[src/rtl/be_wr_pkg.sv]
package be_wr_pkg;
  localparam int unsigned LANES_PER_GRP = 4;
  localparam int unsigned LAT_W_DEF     = 3;
  localparam int unsigned LANES_DEF     = 8;
endpackage

[src/rtl/be_wr_qualify.sv]
module be_wr_qualify (
  input  logic clk,
  input  logic rst,
  input  logic phase_act,
  input  logic be_rdy,
  input  logic irdy_n,
  output logic qual,
  output logic seq_start
);
  logic act_q;

  always_ff @(posedge clk) begin
    if (rst) act_q <= 1'b0;
    else     act_q <= phase_act;
  end

  assign qual      = phase_act & be_rdy & ~irdy_n;
  assign seq_start = phase_act & ~act_q;

  AST_START_ONCE: assert property (@(posedge clk) disable iff (rst)
    seq_start |=> !seq_start);
endmodule

[src/rtl/be_wr_latency.sv]
module be_wr_latency #(
  parameter int unsigned LAT_W = be_wr_pkg::LAT_W_DEF
) (
  input  logic             clk,
  input  logic             rst,
  input  logic             phase_act,
  input  logic             qual,
  input  logic             seq_start,
  input  logic [LAT_W-1:0] load_val,
  output logic             hold_off
);
  logic [LAT_W-1:0] cnt_q;
  logic [LAT_W-1:0] cnt_eff;

  assign cnt_eff  = seq_start ? load_val : cnt_q;
  assign hold_off = phase_act && (cnt_eff != '0);

  always_ff @(posedge clk) begin
    if (rst)                     cnt_q <= '0;
    else if (!phase_act)         cnt_q <= '0;
    else if (qual && hold_off)   cnt_q <= cnt_eff - LAT_W'(1);
    else                         cnt_q <= cnt_eff;
  end

  AST_STALL_KEEPS: assert property (@(posedge clk) disable iff (rst)
    (phase_act && !qual && !seq_start) |=> $stable(cnt_q));
  AST_STEP_DOWN: assert property (@(posedge clk) disable iff (rst)
    (qual && hold_off && !seq_start) |=> (cnt_q < $past(cnt_q)));
  AST_IDLE_CLEAR: assert property (@(posedge clk) disable iff (rst)
    !phase_act |=> (cnt_q == '0));
endmodule

[src/rtl/be_wr_outreg.sv]
module be_wr_outreg #(
  parameter int unsigned LANES = be_wr_pkg::LANES_DEF
) (
  input  logic             clk,
  input  logic             rst,
  input  logic             qual,
  input  logic             hold_off,
  input  logic [LANES-1:0] cbe_n,
  output logic [LANES-1:0] stb,
  output logic             inc,
  output logic             msk
);
  localparam int unsigned NGRP = LANES / be_wr_pkg::LANES_PER_GRP;

  logic [LANES-1:0] stb_d;

  for (genvar g = 0; g < NGRP; g++) begin : g_grp
    localparam int unsigned LO = g * be_wr_pkg::LANES_PER_GRP;
    assign stb_d[LO +: be_wr_pkg::LANES_PER_GRP] =
      (qual && !hold_off) ? ~cbe_n[LO +: be_wr_pkg::LANES_PER_GRP] : '0;
  end

  always_ff @(posedge clk) begin
    if (rst) begin
      stb <= '0;
      inc <= 1'b0;
      msk <= 1'b0;
    end else begin
      stb <= stb_d;
      inc <= qual;
      msk <= hold_off;
    end
  end

  AST_MASK_SILENT: assert property (@(posedge clk) disable iff (rst)
    msk |-> (stb == '0));
  AST_STB_WITH_INC: assert property (@(posedge clk) disable iff (rst)
    (stb != '0) |-> inc);
endmodule

[src/rtl/be_wr_strobe.sv]
module be_wr_strobe #(
  parameter int unsigned LAT_W = be_wr_pkg::LAT_W_DEF,
  parameter int unsigned LANES = be_wr_pkg::LANES_DEF,
  localparam int unsigned HALF = LANES / 2
) (
  input  logic             clk,
  input  logic             rst,
  input  logic             irdy_n,
  input  logic             be_rdy,
  input  logic [LAT_W-1:0] pipe_cnt,
  input  logic             phase_act,
  input  logic [LANES-1:0] cbe_n,
  output logic [HALF-1:0]  wr_lo,
  output logic [HALF-1:0]  wr_hi,
  output logic             addr_inc,
  output logic             masked
);
  logic             qual;
  logic             seq_start;
  logic             hold_off;
  logic [LANES-1:0] stb;

  be_wr_qualify i_qualify (
    .clk(clk), .rst(rst), .phase_act(phase_act), .be_rdy(be_rdy),
    .irdy_n(irdy_n), .qual(qual), .seq_start(seq_start)
  );

  be_wr_latency #(.LAT_W(LAT_W)) i_latency (
    .clk(clk), .rst(rst), .phase_act(phase_act), .qual(qual),
    .seq_start(seq_start), .load_val(pipe_cnt), .hold_off(hold_off)
  );

  be_wr_outreg #(.LANES(LANES)) i_outreg (
    .clk(clk), .rst(rst), .qual(qual), .hold_off(hold_off), .cbe_n(cbe_n),
    .stb(stb), .inc(addr_inc), .msk(masked)
  );

  assign wr_lo = stb[HALF-1:0];
  assign wr_hi = stb[LANES-1:HALF];

  AST_STB_NEEDS_READY: assert property (@(posedge clk) disable iff (rst)
    ((wr_lo != '0) || (wr_hi != '0)) |-> $past(be_rdy && !irdy_n));
  AST_QUIET_AFTER_IDLE: assert property (@(posedge clk) disable iff (rst)
    !phase_act |=> (!addr_inc && !masked && wr_lo == '0 && wr_hi == '0));
  AST_RESET_CLEARS: assert property (@(posedge clk)
    rst |=> (!addr_inc && !masked && wr_lo == '0 && wr_hi == '0));
endmodule

[config.mk]
export PLATFORM = sky130hd
export DESIGN_NAME = be_wr_strobe
export DESIGN_NICKNAME = d
export VERILOG_FILES = /design/src/rtl/be_wr_pkg.sv /design/src/rtl/be_wr_qualify.sv /design/src/rtl/be_wr_latency.sv /design/src/rtl/be_wr_outreg.sv /design/src/rtl/be_wr_strobe.sv
export SDC_FILE = /design/constraint.sdc
export NUM_CORES = 1
export LEC_CHECK = 0
export ABC_AREA = 1
export BUFFER_PORTS_ARGS = -buffer_cell sky130_fd_sc_hd__clkbuf_2
export CORE_AREA = 5 5 42 44
export DETAILED_ROUTE_END_ITERATION = 8
export DIE_AREA = 0 0 47 49
export PLACE_DENSITY = 0.79
export SYNTH_ARGS = -nofsm -noshare
export SYNTH_HDL_FRONTEND = slang
export SYNTH_SLANG_ARGS = --single-unit
[constraint.sdc]
create_clock -name clk -period 1.9 [get_ports clk]
set_input_delay 0 -clock clk [delete_from_list [all_inputs] [get_ports clk]]
set_output_delay 0 -clock clk [all_outputs]
set_load 0.05 [all_outputs]
# After elaboration in Yosys (flattened, before gate mapping)
# Index checks and enable logic that the tools add are counted.
# op_classes
add_sub_neg	1
mux	2
n_bitwise	9
n_reduce_logical	7
# op_table
op	count
4-bit inverter	2
3-bit two-way mux	2
1-bit inverter	4
2-bit OR reduction	2
1-bit bitwise AND	3
1-bit logical AND	3
3-bit nonzero test	1
3-bit by 1-bit subtractor with 3-bit output, second input constant	1
1-bit logical NOT	1
# totals
in_bits	16
wordCells	24
ff_bits	14
output_inout_bits	10

# Logic depth before layout (Yosys ltp)
# depth
depth_word	9
ltp_mapped	12
depth_no_buf	12

# By module
# From an unflattened synthesis, not the netlist that was laid out.
# hier_totals
cells_unflattened	68
hier_area_um2	535.5
# modules_own_cells
module	instances	cells_per_inst	seq_area_each_um2	area_each_um2
be_wr_outreg	1	24	200.2	266.5
be_wr_latency	1	38	60.1	227.7
be_wr_qualify	1	6	20.0	41.3

# Worst setup path before layout
# Ideal clock, no wire load.
# synth_path
path_type	register to register
from	register i_qualify.act_q
to	register i_latency.cnt_q[1]
arrival_time_ps	1338
slack_ps	449
stages_incl_launch_ff	12
n_path_buf	0
setup_time_ps	113
required_ps	1787
path_cell_list	dfxtp_1 inv_1 nand2_1 nand2_1 nand2_1 inv_1 ha_1 ha_1 nor2_1 nand2_1 nand2_1 nor2_1
# synth_via
elab_chain_cells	7
elab_cells_between_ends	8
cone_classes	add/sub: 1; mux: 2; bitwise: 2; reduce/logical: 3
# synth_lines
item	line_no	text
start, declared	be_wr_qualify.sv:10	logic act_q;
start signal, assigned	be_wr_qualify.sv:14	else act_q <= phase_act;
1-bit inverter *	be_wr_qualify.sv:18	assign seq_start = phase_act & ~act_q;
1-bit bitwise AND *	be_wr_qualify.sv:18	
3-bit two-way mux *	be_wr_latency.sv:15	assign cnt_eff = seq_start ? load_val : cnt_q;
branches (longest 3 deep; another with 3-bit by 1-bit subtractor with 3-bit output)	-	
3-bit two-way mux *	be_wr_latency.sv:21	else if (qual && hold_off) cnt_q <= cnt_eff - LAT_W'(1);
end signal, assigned	be_wr_latency.sv:21	
end signal, assigned	be_wr_latency.sv:22	else cnt_q <= cnt_eff;
end, declared	be_wr_latency.sv:12	logic [LAT_W-1:0] cnt_q;
# Mark *: on every way between the ends.
# A chain may end at the register's enable or synchronous reset.

# Worst setup path in the final report
# Same ends and word-level chain as after synthesis.

==> impl_results.md <==
* Drt total wl at 1050 um
* Worst setup SP type: register
* Final Hold Viols at 0
* Overall die height at 49 um
* Worst Path Required at 2.08 ns
* VDD IR-drop max at 0.531 mV
* Most frequent CP cell: nand2_1
* Number of library cell types mapped by synthesis at 10
* DRT Pass-1 Iters at 4
* Pin slew with the least headroom to its limit at 0.351 ns
* Mapped Avg Cell Area at 7.93 sq um
* Diodes inserted at 0
* Pleak at 0.000405 uW
* Row cnt at 14
* Synth Area in Adders at 5.09%
* Compound-cell area share of the yosys netlist at 1.78%
* Outcome: completed
* Reg clk slew, reported paths at 0.09 ns
* Port-buffer cells at 25
* Crit share post-route at 86.8%
* Hold crit path type: primary input to register
* CTS Hold Bufs at 9
* Max transition margin at 76.6%
* Fin Setup TNS at 0 ns
* Max Cap Violations at 0
* Starting density of the core at 35.1%
* Die footprint at 2300 sq um
* Clock buffer depth at 2
* Hold path startpoint: be_rdy
* Sequential Area at 280 sq um
* Sw frac at 24.7%
* Syn Std Cell Area at 492 sq um
* Crit Path Category: register to register
* Synth Instances at 62
* Pwr dens at 797 nW/um^2
* Area Overhead vs Synth at 55.2%
* Power Internal at 458 uW
* Gp weighted congestion at 0.822
* Crit Path Max Fanout at 4
* DP HPWL at 815 um
* CP top delay family: simple AND/OR/NAND/NOR gates
* Multi-input gate area at 181 sq um
* Post-route ant nets at 0
* Largest family of logic cells by synthesized area: simple AND/OR/NAND/NOR gates
* Clock tree sinks at 14
* Fmax at 0.606 GHz
* WP data arrival at 1.82 ns
* CP bufs+invs at 2
* DRC at 0
* Cts bufs inserted at 3
* Setup violators final at 0
* Clock power share at 35.1%
* Via density per instance at 4.13
* Largest stage delay on the critical path at 0.33 ns
* Worst-path cell chain: inv_1 -> nand2_1 -> nand2_1 -> nand2_1 -> inv_1 -> ha_1 -> ha_1 -> nor2_1 -> nand2_1 -> nand2_1 -> nor2_1
* Root buffer cell: clkbuf_4
* Largest net degree at the start of global routing at 9
* Worst-path cell with the longest stage delay: dfxtp_1
* Final core occ at 54.5%
* Wirelength per Cell at 9.04 um
* Worst setup startpoint: i_qualify.act_q
* Flop pwr share at 49.9%
* Post-synthesis xor/xnor area fraction at 0%
* GRT Total Usage at 9.12%
* Die width at 47 um
* Fraction of final layout cells with drive strength greater than 1 at 31.0%
* RR Startpoint: i_qualify.act_q
* Clock skew at 0.00275 ns
* Syn nets at 80
* Slew Limit Fails at 0
* Clock latency on the worst-skew pair at 0.27 ns
* Simple-gate share of the synthesized area at 30.0%
* H-tree lvl count at 1
* Post-synthesis mux area share at 0%
* I/O Pins at 26
* RSZ-0062 raised after global routing: false
* Fill count at 149
* First-pass GRT wire length at 1560 um
* Combinational share of power at 15.0%
* CP endpoint kind: register
* Setup Fix Bufs, Post-CTS at 0
* CTS tree: done
* Initial antenna violation count at 0
* Final #Nets at 119
* Synth Register Bits at 14
* Core footprint at 1400 sq um
* 1st-iter DRT viols at 2
* Register area share after synthesis at 57.0%
* Post-CTS Resized at 0
* Final min period at 1.65 ns
* Vias in the first global route at 409
* Yosys warns at 0
* GR Overflow Total at 0
* Total number of vias at 479
* Psw at 151 uW
==> cells in the final DEF, fill, tap and decap left out <==
cell,Yosys,layout
inv_1,8,8
ha_1,2,2
clkbuf_2,0,25
nand2_1,15,15
nand4_1,1,1
o21ai_2,1,1
nor2_1,17,17
nor2_2,1,1
nor3_1,1,1
dlygate4sd3_1,0,9
dfxtp_1,14,14
clkbuf_8,0,1
nand3_1,2,2
clkbuf_4,0,3
==> kinds of logic (layout without fill, tap and decap cells) <==
logic type      after synthesis  in the layout
fa+ha+maj                     2              2
compound gates                1              1
simple gates                 37             37
flops                        14             14
buf+inv                       8             46
==> power by group through the flow <==
stage                     registers, uW  logic [uW]  clock network, uW
after global routing                305         101                235
after CTS                           304        92.3                222
after detailed placement            311        77.5                  0
final                               304        91.1                213
after global placement              311        75.5                  0
after floorplan                     326        33.4                  0
==> worst min-delay path: stages <==
cell	delay, ns
clkbuf_2	0.09
nand3_1	0.12
nor2_2	0.06
==> Yosys cell counts <==
library cell	n	area (sq um)
nor3_1	1	5.00
nand2_1	15	56.3
nand3_1	2	10.0
dfxtp_1	14	280
nor2_1	17	63.8
inv_1	8	30.0
ha_1	2	25.0
nor2_2	1	6.26
o21ai_2	1	8.76
nand4_1	1	6.26
==> layer usage <==
layer,track usage [%],share of wire (%),up-vias
li1,-,-,266
met1,9.78,40,196
met2,16.1,49,17
met3,2.95,11,0
met4,2.76,0,0
met5,0,0,-
==> cell type report <==
class	count	share of cell area [%]
well taps	16	2.62
clock buffers	4	4.75
inverters	8	3.93
flip-flops and latches	14	36.7
repair buffers	34	28.2
multi-input cells	40	23.8
==> worst paths after layout <==
check,end,slack [ns],cells past startpoint
min reg2reg,i_latency.cnt_q[2],0.58,4
min,i_outreg.inc,0.03,3
max,i_latency.cnt_q[1],0.25,11
max reg2reg,i_latency.cnt_q[1],0.25,11
==> per-stage QoR <==
step | instance area, sq um | instances | total power [uW] | hold WS [ns] | worst slack (ns)
2_1_floorplan | 492 | 62 | 360 | 0.0724 | 0.449
3_3_place_gp | 637 | 103 | 386 | 0.158 | 0.308
3_5_place_dp | 637 | 103 | 388 | 0.159 | 0.270
4_1_cts | 763 | 116 | 618 | 0.0210 | 0.254
5_1_grt | 763 | 116 | 640 | 0.0507 | 0.112
6_report | 763 | 116 | 608 | 0.0285 | 0.251
==> registers in the layout, summed over array words and instances (netlist names) <==
register and flops:
i_latency.cnt_q 3, i_qualify.act_q 1, i_outreg.stb 8, i_outreg.msk 1, i_outreg.inc 1
No activity file was read; power rests on OpenSTA's default activity.
